**config.mk**
```make
export PLATFORM = sky130hd
export DESIGN_NAME = ctj_bridge
export DESIGN_NICKNAME = d
export VERILOG_FILES = /design/src/rtl/ctj_pkg.sv /design/src/rtl/ctj_escape_mon.sv /design/src/rtl/ctj_act_seq.sv /design/src/rtl/ctj_tap_drive.sv /design/src/rtl/ctj_bridge.sv
export SDC_FILE = /design/constraint.sdc
export NUM_CORES = 1
export LEC_CHECK = 0
export BUFFER_PORTS_ARGS = -buffer_cell sky130_fd_sc_hd__buf_4
export CAP_MARGIN = 20
export CORE_MARGIN = 2
export CORE_UTILIZATION = 45
export CTS_CLUSTER_SIZE = 25
export DETAILED_ROUTE_END_ITERATION = 6
export GPL_TIMING_DRIVEN = 1
export PLACE_DENSITY = 0.64
export SLEW_MARGIN = 15
export SYNTH_ARGS = -nofsm -noshare
export SYNTH_HDL_FRONTEND = slang
export SYNTH_HIERARCHICAL = 1
export SYNTH_SLANG_ARGS = --single-unit
export TNS_END_PERCENT = 20
```
**constraint.sdc**
```tcl
create_clock -name clk -period 7.3 [get_ports clk]
set_input_delay 0.365 -clock clk [delete_from_list [all_inputs] [get_ports clk]]
set_output_delay 0.365 -clock clk [all_outputs]
set_load 0.02 [all_outputs]
```
**src/rtl/ctj_pkg.sv**
```systemverilog
`timescale 1ns/1ps
// Shared types and protocol constants for the compact JTAG bridge.
// Assumes position values never exceed 2**POS_W - 1.
package ctj_pkg;

    localparam int POS_W = 6;

    typedef enum logic [1:0] {
        MODE_WIRE4    = 2'd0,
        MODE_ACTIVATE = 2'd1,
        MODE_SLOT3    = 2'd2
    } mode_t;

    typedef enum logic [3:0] {
        PH_NONE     = 4'd0,
        PH_ACT_CODE = 4'd1,
        PH_ESC_CTL  = 4'd2,
        PH_SPARE    = 4'd3,
        PH_TP_DELAY = 4'd4,
        PH_TP_REV   = 4'd5,
        PH_TP_STATE = 4'd6,
        PH_RDY_CNT  = 4'd7,
        PH_DLY_CNT  = 4'd8,
        PH_SCAN_FMT = 4'd9,
        PH_CHECK    = 4'd10
    } phase_t;

    typedef enum logic [1:0] {
        RK_NONE  = 2'd0,
        RK_PASS  = 2'd1,
        RK_ENTER = 2'd2,
        RK_SLOT  = 2'd3
    } rise_kind_t;

    localparam logic [POS_W-1:0] LEN_SHORT = POS_W'(12);
    localparam logic [POS_W-1:0] LEN_LONG  = POS_W'(36);
    localparam logic [POS_W-1:0] POS_EXT   = POS_W'(8);
    localparam int ESC_ACT   = 6;
    localparam int ESC_FORCE = 8;

    // Maps an activation position and code length to its header phase.
    function automatic phase_t phase_for(logic [POS_W-1:0] pos, logic is_long);
        if (pos <= POS_W'(4))       return PH_ACT_CODE;
        else if (pos <= POS_W'(8))  return PH_ESC_CTL;
        else if (!is_long)          return PH_CHECK;
        else if (pos <= POS_W'(13)) return PH_SPARE;
        else if (pos <= POS_W'(16)) return PH_TP_DELAY;
        else if (pos <= POS_W'(18)) return PH_TP_REV;
        else if (pos <= POS_W'(23)) return PH_TP_STATE;
        else if (pos <= POS_W'(25)) return PH_RDY_CNT;
        else if (pos <= POS_W'(27)) return PH_DLY_CNT;
        else if (pos <= POS_W'(32)) return PH_SCAN_FMT;
        else                        return PH_CHECK;
    endfunction

endpackage

```
**src/rtl/ctj_escape_mon.sv**
```systemverilog
`timescale 1ns/1ps
// Detects link-clock rising edges and counts data toggles while the link
// clock is high. The count is valid in the cycle of a rising edge and is
// cleared right after it. Assumes tckc/tmsc are synchronous to clk.
module ctj_escape_mon #(
    parameter int ESC_W = 4
) (
    input  logic             clk,
    input  logic             rst_n,
    input  logic             tckc,
    input  logic             tmsc,
    output logic             rise,
    output logic [ESC_W-1:0] esc_cnt
);
    localparam logic [ESC_W-1:0] CNT_MAX = {ESC_W{1'b1}};

    logic             tckc_q;
    logic             tmsc_q;
    logic [ESC_W-1:0] cnt_q;
    logic             toggle;

    // Edge and toggle detection against the previous samples.
    always_comb begin
        rise   = tckc & ~tckc_q;
        toggle = tckc & tckc_q & (tmsc ^ tmsc_q);
    end

    // Sample history and saturating escape counter, cleared on each rise.
    always_ff @(posedge clk) begin
        if (!rst_n) begin
            tckc_q <= 1'b0;
            tmsc_q <= 1'b0;
            cnt_q  <= '0;
        end else begin
            tckc_q <= tckc;
            tmsc_q <= tmsc;
            if (rise)
                cnt_q <= '0;
            else if (toggle && cnt_q != CNT_MAX)
                cnt_q <= cnt_q + 1'b1;
        end
    end

    assign esc_cnt = cnt_q;

endmodule

```
**src/rtl/ctj_act_seq.sv**
```systemverilog
`timescale 1ns/1ps
// Mode and activation sequencer. On each link rising edge it applies an
// escape decision first, then the current mode's step. It classifies the
// edge for the TAP driver. Assumes rise is a single-cycle strobe.
module ctj_act_seq
    import ctj_pkg::*;
#(
    parameter int ESC_W = 4
) (
    input  logic             clk,
    input  logic             rst_n,
    input  logic             rise,
    input  logic             tmsc,
    input  logic [ESC_W-1:0] esc_cnt,
    output mode_t            mode,
    output phase_t           phase,
    output rise_kind_t       kind
);
    localparam logic [ESC_W-1:0] CNT_FORCE = ESC_W'(ESC_FORCE);
    localparam logic [ESC_W-1:0] CNT_ACT   = ESC_W'(ESC_ACT);

    mode_t            mode_q, mode_n;
    logic [POS_W-1:0] pos_q, pos_n, pos_inc;
    logic             long_q, long_n;

    // Next-state selection for one link edge.
    always_comb begin
        mode_n  = mode_q;
        pos_n   = pos_q;
        long_n  = long_q;
        kind    = RK_NONE;
        pos_inc = pos_q + 1'b1;
        if (rise) begin
            if (esc_cnt >= CNT_FORCE) begin
                mode_n = MODE_WIRE4;
                kind   = RK_PASS;
            end else if (esc_cnt == CNT_ACT) begin
                mode_n = MODE_ACTIVATE;
                pos_n  = '0;
                long_n = 1'b0;
                kind   = RK_PASS;
            end else begin
                case (mode_q)
                    MODE_ACTIVATE: begin
                        pos_n = pos_inc;
                        if (pos_inc == POS_EXT && !tmsc)
                            long_n = 1'b1;
                        if (pos_inc > (long_n ? LEN_LONG : LEN_SHORT)) begin
                            mode_n = MODE_SLOT3;
                            kind   = RK_ENTER;
                        end else begin
                            kind   = RK_PASS;
                        end
                    end
                    MODE_SLOT3: kind = RK_SLOT;
                    default: begin
                        mode_n = MODE_WIRE4;
                        kind   = RK_PASS;
                    end
                endcase
            end
        end
    end

    // State registers.
    always_ff @(posedge clk) begin
        if (!rst_n) begin
            mode_q <= MODE_WIRE4;
            pos_q  <= '0;
            long_q <= 1'b0;
        end else begin
            mode_q <= mode_n;
            pos_q  <= pos_n;
            long_q <= long_n;
        end
    end

    // Status decode from the held state.
    always_comb begin
        mode  = mode_q;
        phase = (mode_q == MODE_ACTIVATE) ? phase_for(pos_q, long_q) : PH_NONE;
    end

endmodule

```
**src/rtl/ctj_tap_drive.sv**
```systemverilog
`timescale 1ns/1ps
// Builds the downstream TAP signals from the classified link edge.
// Pass edges strobe TCK at once. Scan edges gather TDI/TMS over three slots
// and strobe on slot 2. Assumes kind is RK_NONE except on a link edge.
module ctj_tap_drive
    import ctj_pkg::*;
(
    input  logic       clk,
    input  logic       rst_n,
    input  rise_kind_t kind,
    input  logic       tmsc,
    output logic       tap_tck,
    output logic       tap_tms,
    output logic       tap_tdi,
    output logic       tdo_slot,
    output logic       tap_reset
);
    logic [1:0] slot_q;
    logic       tms_hold;
    logic       tdi_hold;

    // Slot counter, gathered bits and registered TAP outputs.
    always_ff @(posedge clk) begin
        if (!rst_n) begin
            slot_q    <= 2'd0;
            tms_hold  <= 1'b0;
            tdi_hold  <= 1'b0;
            tap_tck   <= 1'b0;
            tap_tms   <= 1'b0;
            tap_tdi   <= 1'b0;
            tdo_slot  <= 1'b0;
            tap_reset <= 1'b0;
        end else begin
            tap_tck   <= 1'b0;
            tap_reset <= 1'b0;
            case (kind)
                RK_PASS: begin
                    tap_tck  <= 1'b1;
                    tap_tms  <= tmsc;
                    tap_tdi  <= 1'b0;
                    tdo_slot <= 1'b0;
                end
                RK_ENTER: begin
                    slot_q    <= 2'd1;
                    tdi_hold  <= 1'b0;
                    tap_reset <= 1'b1;
                    tdo_slot  <= 1'b0;
                end
                RK_SLOT: begin
                    case (slot_q)
                        2'd0: begin
                            tdi_hold <= ~tmsc;
                            slot_q   <= 2'd1;
                        end
                        2'd1: begin
                            tms_hold <= tmsc;
                            slot_q   <= 2'd2;
                            tdo_slot <= 1'b1;
                        end
                        default: begin
                            tap_tck  <= 1'b1;
                            tap_tms  <= tms_hold;
                            tap_tdi  <= tdi_hold;
                            slot_q   <= 2'd0;
                            tdo_slot <= 1'b0;
                        end
                    endcase
                end
                default: ;
            endcase
        end
    end

endmodule

```
**src/rtl/ctj_bridge.sv**
```systemverilog
`timescale 1ns/1ps
// Top of the compact JTAG bridge: escape monitor, mode sequencer and TAP
// driver in a chain. Assumes tckc/tmsc arrive already synchronized to clk.
module ctj_bridge
    import ctj_pkg::*;
#(
    parameter int ESC_W = 4
) (
    input  logic       clk,
    input  logic       rst_n,
    input  logic       tckc,
    input  logic       tmsc,
    output logic       tap_tck,
    output logic       tap_tms,
    output logic       tap_tdi,
    output logic       tdo_slot,
    output logic       tap_reset,
    output logic [1:0] mode,
    output logic [3:0] phase
);
    logic             rise;
    logic [ESC_W-1:0] esc_cnt;
    mode_t            mode_s;
    phase_t           phase_s;
    rise_kind_t       kind;

    ctj_escape_mon #(.ESC_W(ESC_W)) u_esc (
        .clk     (clk),
        .rst_n   (rst_n),
        .tckc    (tckc),
        .tmsc    (tmsc),
        .rise    (rise),
        .esc_cnt (esc_cnt)
    );

    ctj_act_seq #(.ESC_W(ESC_W)) u_seq (
        .clk     (clk),
        .rst_n   (rst_n),
        .rise    (rise),
        .tmsc    (tmsc),
        .esc_cnt (esc_cnt),
        .mode    (mode_s),
        .phase   (phase_s),
        .kind    (kind)
    );

    ctj_tap_drive u_drv (
        .clk       (clk),
        .rst_n     (rst_n),
        .kind      (kind),
        .tmsc      (tmsc),
        .tap_tck   (tap_tck),
        .tap_tms   (tap_tms),
        .tap_tdi   (tap_tdi),
        .tdo_slot  (tdo_slot),
        .tap_reset (tap_reset)
    );

    assign mode  = mode_s;
    assign phase = phase_s;

endmodule

```
==> results of run 1 <==
-- synthesized netlist by cell type (all sizes together), types with 2 or more instances --
cell type / count
and2: 6
a21boi: 4
nor3: 3
a41oi: 2
o31ai: 2
nand4: 4
and3: 3
inv: 12
o221ai: 2
buf: 8
mux2i: 3
a31oi: 3
nor2: 12
o211ai: 2
xnor2: 4
a211oi: 2
nor2b: 11
nand3: 11
nand2: 18
o21a: 4
nand2b: 6
o21ai: 18
ha: 13
xor2: 2
a211o: 2
nor4b: 2
a21oi: 10
nand3b: 3
dfxtp: 24
a22oi: 2
clkbuf: 3
-- flip-flops by register name (all words and copies together) (netlist names), 2 cells and up --
register / cells
u_seq/pos_q: 6
u_esc/esc_cnt: 4
u_drv/slot_q: 2
u_seq/mode: 2
-- logic make-up (layout without fill, tap and decap cells) --
family                   after synthesis  in the layout  share of synthesized area
flip-flops                            24             24                      0.272
XOR/XNOR                               6              6                     0.0297
adder cells (fa/ha/maj)               13             13                     0.0921
multiplexers                           4              4                     0.0234
AO/OA/AOI/OAI                         64             64                      0.246
AND/OR/NAND/NOR                       86             86                      0.278
buffers and inverters                 23             30                     0.0581
-- how the worst min path moves through the flow --
stage                                  startpoint                             to  slack, ns
global route                                 tckc        u_esc/tckc_q$_SDFF_PN0_       0.36
floorplan           u_esc/esc_cnt[1]$_SDFFE_PP0P_  u_esc/esc_cnt[1]$_SDFFE_PP0P_       0.47
detailed placement     u_drv/tap_tms$_SDFFE_PN0P_     u_drv/tap_tms$_SDFFE_PN0P_       0.45
global placement       u_drv/tap_tms$_SDFFE_PN0P_     u_drv/tap_tms$_SDFFE_PN0P_       0.46
finish                                       tckc        u_esc/tckc_q$_SDFF_PN0_       0.34
CTS                                          tckc        u_esc/tckc_q$_SDFF_PN0_       0.33
-- per-stage QoR --
step / cell area [um^2] / utilization / power (uW)
2_1_floorplan: 1770 / - / 145
3_3_place_gp: 1870 / 0.504 / 151
3_5_place_dp: 1870 / 0.504 / 151
4_1_cts: 1930 / 0.519 / 241
5_1_grt: 1930 / 0.519 / 249
6_report: 1930 / 0.519 / 237
-- report_power, final --
group	internal [uW]	switching [uW]
Sequential	132	0.889
Clock	48.1	40.7
Combinational	6.06	8.90
Total	186	50.5
-- metal layers --
layer	GRT usage	wire, um
met5	0	0
met4	0.0689	25
met3	0.0220	99
met2	0.291	1720
met1	0.244	1910
-- layout make-up --
type / instances / area (um^2)
Tap cell: 48 / 60.1
Fill cell: 376 / 1790
Sequential cell: 24 / 480
Timing Repair Buffer: 14 / 105
Multi-Input combinational cell: 173 / 1180
Clock buffer: 4 / 55.1
Inverter: 12 / 45.0
-- worst register-to-register path: cells and delay by family, from the launching register on --
| family | cells | cell delay, ns |
|---|---|---|
| DFF | 1 | 0.67 |
| adders and majority gates | 2 | 0.73 |
| AOI/OAI and AO/OA | 7 | 1.66 |
| and+or+nand+nor | 4 | 0.97 |
==> summary.txt, run 1 <==
Run status
  – Status: completed

Global routing
  – GRT Util Overall: 0.180
  – Pin count of the biggest net entering global routing: 28
  – Antenna violations before repair: 0
  – Total global routing overflow: 0
  – First-pass GRT wire length: 6260 um
  – Vias in the first global route: 1405

Setup path
  – Max incr delay on CP: 0.67 ns
  – Reg2Reg Depth: 13
  – Stages on worst setup path: 13
  – Reg2reg end: u_drv/tdi_hold$_SDFFE_PN0P_
  – Critical Path AT: 4.29 ns
  – R2R Setup Slk: 3.17 ns
  – Critical path cell sequence: nand3_2 -> o21ai_0 -> nand4_1 -> o21a_1 -> ha_1 -> a21o_1 -> a21oi_1 -> a21oi_1 -> o21ai_0 -> ha_1 -> or3b_4 -> and3_1 -> o21a_1
  – Critical Path Start: u_seq/pos_q[2]$_SDFFE_PN0P_
  – CP top delay family: compound AO/OA/AOI/OAI gates
  – Kind of critical path: flop to flop
  – R2r startpoint: u_seq/pos_q[2]$_SDFFE_PN0P_
  – Critical path's slowest cell: dfxtp_1
  – CP Buf/Inv Count: 0
  – CP Capture Point: u_drv/tdi_hold$_SDFFE_PN0P_
  – CP endpoint kind: flop
  – Nature of the critical path startpoint: flop
  – Crit path required time: 7.46 ns
  – Worst-path fanout max: 17

Clocking
  – Clk sink count: 24
  – CTS Buf Count: 3
  – Setup bufs post-CTS: 0
  – CTS-repair resized insts: 0
  – CTS tree: built
  – Clock latency on the worst-skew pair: 0.26 ns
  – CTS H-tree depth: 1
  – Cts hold-fix bufs: 0
  – Clock tree buffer depth: 2
  – Clk pin slew, worst setup/hold paths: 0.09 ns
  – CTS root buf: clkbuf_8

Finish
  – Synth-to-layout area growth: 9.21%
  – Nets: 245
  – Share of cells above drive strength 1: 0.123
  – ANT cells: 0
  – Most frequent cells in the layout: dfxtp_1 (24), nand2_1 (17), o21ai_0 (17), buf_4 (14), ha_1 (13)
  – Finished Layout Cells: 275
  – Commonest non-fill, non-tap cell in the layout: dfxtp_1

Timing
  – Setup TNS: 0 ns
  – Min Hold Slack: 0.337 ns
  – Final worst-path cycle share: 0.566
  – Setup WS post-layout: 3.17 ns
  – Min cycle time layout: 4.13 ns
  – Slew @ Worst Pin: 0.557 ns
  – Final hold vios: 0
  – Final setup vio count: 0
  – Rel. slew slack: 0.628
  – Slew Limit Fails: 0
  – Clk_skew: 0.00768 ns
  – Fmax: 242 MHz
  – RSZ-0062 raised after global routing: no

Run
  – Max-cap violation count: 0

Placed design
  – PortBufs: 14
  – DP HPWL: 2760 um
  – GP Congestion: 0.849
  – Dpl ws: 3.22 ns
  – Cells after DPL: 271

Floorplanning
  – Row Count: 22
  – Die W: 66.7 um
  – Initial core utilization: 0.475
  – # IOs: 15
  – Core ar.: 0.00372 mm^2
  – DIE AREA: 0.00444 mm^2
  – Die height: 66.7 um

Routing
  – DRC violation total after the first TritonRoute iteration: 134
  – Vias per std cell: 5.67
  – DRC viols: 0
  – DR vias: 1560
  – WL/cell: 13.6 um
  – DRT antenna net count: 0
  – Drt total wl: 3750 um
  – Drt first pass iters: 4

Logic synthesis
  – Top FF cell, synth: dfxtp_1
  – Synth area leader: dfxtp_1
  – Synthesis Warnings: 6
  – Mapped cell area: 0.00177 mm^2
  – Synth Net Count: 237
  – Sequential-to-total area share from yosys stat: 0.272
  – Synth Area per Inst: 8.03 um^2
  – Top cells by area, synth: dfxtp_1 (27%), ha_1 (9.2%), o21ai_0 (4.8%), nor2b_1 (3.9%), nand2_1 (3.6%)
  – Async set-or-reset flop fraction in the synthesized netlist: 0
  – Netlist cell types: 59
  – Number of synthesized flops with an enable pin: 0
  – Synth Register Bits: 24
  – Area fraction of the dominant cell type after synthesis: 0.272
  – Syn Inst Count: 220

Power and ir drop
  – Peak supply drop: 0.0778 mV
  – Pwr/cell area: 123 mW/mm^2
  – Leak pwr: 0.000721 uW

Worst hold path
  – Hold Crit Depth: 2
  – Hold Crit Class: input pin to flop
Note: power is estimated with default switching activity, not from simulation.
==> inputs of run 2 (changes only) <==
Clock period 7.3 ns to 4.2 ns, I/O delays scaled along.
==> run 2 against run 1 <==
Against the previous run: clock skew shrank 0.0054 ns; final area grew 0.78%; setup slack lost 2.8 ns; largest power group unchanged; count of clock-buffer cells in the layout is the same; cell count grew 0.73%; worst hold slack lost 0.16 ns; total power grew 76%; sequential power grew 74%; highest routed layer unchanged; fmax grew 7.9%.
==> summary.txt, run 2 (synthesis results as in run 1) <==
Timing
  – Final setup vio count: 0
  – Min cycle time layout: 3.83 ns
  – Setup TNS: 0 ns
  – RSZ-0062 raised after global routing: no
  – Slew @ Worst Pin: 0.542 ns
  – Final worst-path cycle share: 0.911
  – Clk_skew: 0.00227 ns
  – Final hold vios: 0
  – Rel. slew slack: 0.638
  – Min Hold Slack: 0.178 ns
  – Fmax: 261 MHz
  – Slew Limit Fails: 0

Finish
  – Top reg by flops: u_seq/pos_q
  – Nets: 247
  – Synth-to-layout area growth: 10.1%
  – Multi-input gate area: 0.00118 mm^2
  – ANT cells: 0
  – Commonest non-fill, non-tap cell in the layout: dfxtp_1
  – Final core occ: 0.523
  – Fill cells: 364
  – Largest register FFs: 6
  – Register area: 480 um^2
  – Most frequent cells in the layout: dfxtp_1 (24), nand2_1 (17), o21ai_0 (17), buf_4 (16), ha_1 (13)
  – Share of cells above drive strength 1: 0.131

Power and ir drop
  – Net Sw Power: 93.8 uW
  – Clk pwr share: 0.384
  – Pwr/cell area: 215 mW/mm^2
  – Seq pwr share: 0.554
  – Combinational share of power: 0.063
  – Peak supply drop: 0.141 mV
  – Leak pwr: 0.000732 uW
  – Switch share: 0.224
  – Internal power: 324 uW

Clocking
  – Clock latency on the worst-skew pair: 0.27 ns
  – Clk pin slew, worst setup/hold paths: 0.09 ns
  – CTS-repair resized insts: 0
  – CTS H-tree depth: 1
  – CTS root buf: clkbuf_8
  – Clock tree buffer depth: 2
  – Setup bufs post-CTS: 0
  – CTS tree: built
  – CTS Buf Count: 3
  – Clk sink count: 24
  – Cts hold-fix bufs: 0

Floorplanning
  – Row Count: 22
  – # IOs: 15
  – Die height: 66.7 um
  – Initial core utilization: 0.475
  – Die W: 66.7 um
  – Core ar.: 0.00372 mm^2
  – DIE AREA: 0.00444 mm^2

Worst hold path
  – Hold Crit Class: input pin to flop
  – Hold path start: tckc

Setup path
  – Stages on worst setup path: 14
  – Critical Path Start: u_seq/pos_q[0]$_SDFFE_PN0P_
  – Nature of the critical path startpoint: flop
  – Max incr delay on CP: 0.50 ns
  – Critical path's slowest cell: dfxtp_1
  – CP Buf/Inv Count: 0
  – R2r startpoint: u_seq/pos_q[0]$_SDFFE_PN0P_
  – Worst-path fanout max: 9
  – Reg2reg end: u_drv/tdi_hold$_SDFFE_PN0P_
  – CP top delay family: compound AO/OA/AOI/OAI gates
  – Critical path cell sequence: ha_1 -> nand3_1 -> xnor2_1 -> nand4_1 -> o21a_1 -> ha_1 -> a21o_1 -> a21oi_1 -> a21oi_1 -> o21ai_0 -> ha_1 -> or3b_4 -> and3_1 -> o21a_1
  – Most frequent cell on the critical path: ha_1
  – Kind of critical path: flop to flop
  – Reg2Reg Depth: 14
  – Crit path required time: 4.37 ns
  – CP endpoint kind: flop
  – Critical Path AT: 4.00 ns
  – R2R Setup Slk: 0.37 ns
  – CP Capture Point: u_drv/tdi_hold$_SDFFE_PN0P_

Routing
  – DRC violation total after the first TritonRoute iteration: 139
  – Vias per std cell: 5.65
  – DRT antenna net count: 0
  – Drt total wl: 3730 um
  – DR vias: 1565
  – Drt first pass iters: 5
  – DRC viols: 0
  – WL/cell: 13.4 um

Global routing
  – Antenna violations before repair: 0
  – Pin count of the biggest net entering global routing: 28
  – GRT Util Overall: 0.187
  – Total global routing overflow: 0
  – Vias in the first global route: 1407
  – First-pass GRT wire length: 6480 um

Run status
  – Status: completed

Placed design
  – PortBufs: 14
  – DP HPWL: 2680 um
  – GP Congestion: 0.933

Run
  – Max-cap violation count: 0
[run 2: worst register-to-register path, stage by stage (launching register included)]
cell,delay [ns]
dfxtp_1,0.50
ha_1,0.37
nand3_1,0.16
xnor2_1,0.18
nand4_1,0.15
o21a_1,0.22
ha_1,0.31
a21o_1,0.19
a21oi_1,0.25
a21oi_1,0.12
o21ai_0,0.33
ha_1,0.23
or3b_4,0.38
and3_1,0.17
o21a_1,0.17
[run 2: area by class of cell]
type,count,area share
sequential,24,0.247
clock buffer,4,0.0283
tap,48,0.0309
inverter,12,0.0232
timing repair buffer,16,0.0618
multi-input combinational,173,0.609
[run 2: routing by layer]
| layer | track usage | up-vias | routed length [um] |
|---|---|---|---|
| met2 | 0.293 | 31 | 1670 |
| met3 | 0.0253 | 6 | 128 |
| met1 | 0.261 | 716 | 1870 |
| met4 | 0.0689 | 0 | 59 |
| li1 | - | 812 | - |
| met5 | 0 | - | 0 |
[run 2: power groups by stage]
stage          combinational [uW]  clock, uW  sequential, uW
3_5_place_dp                 26.1          0             237
6_report                     26.2        160             231
2_1_floorplan                14.1          0             238
4_1_cts                      26.3        164             232
5_1_grt                      29.3        171             232
3_3_place_gp                 26.1          0             237
[run 2: metrics by stage]
step / total power (uW) / area (um^2) / instances / setup slack, ns
floorplan: 252 / 1770 / 220 / 0.758
global route: 432 / 1940 / 277 / 0.0660
global placement: 263 / 1890 / 273 / 0.496
detailed placement: 263 / 1890 / 273 / 0.398
CTS: 422 / 1940 / 277 / 0.378
finish: 418 / 1940 / 277 / 0.372
[run 2: worst min path at each step]
stage / endpoint / slack, ns / cells past startpoint
finish: u_esc/tckc_q$_SDFF_PN0_ / 0.18 / 2
global route: u_esc/tckc_q$_SDFF_PN0_ / 0.19 / 2
CTS: u_esc/tckc_q$_SDFF_PN0_ / 0.18 / 2
detailed placement: u_esc/tckc_q$_SDFF_PN0_ / 0.45 / 2
global placement: u_esc/tckc_q$_SDFF_PN0_ / 0.46 / 2
floorplan: u_drv/tdi_hold$_SDFFE_PN0P_ / 0.33 / 1
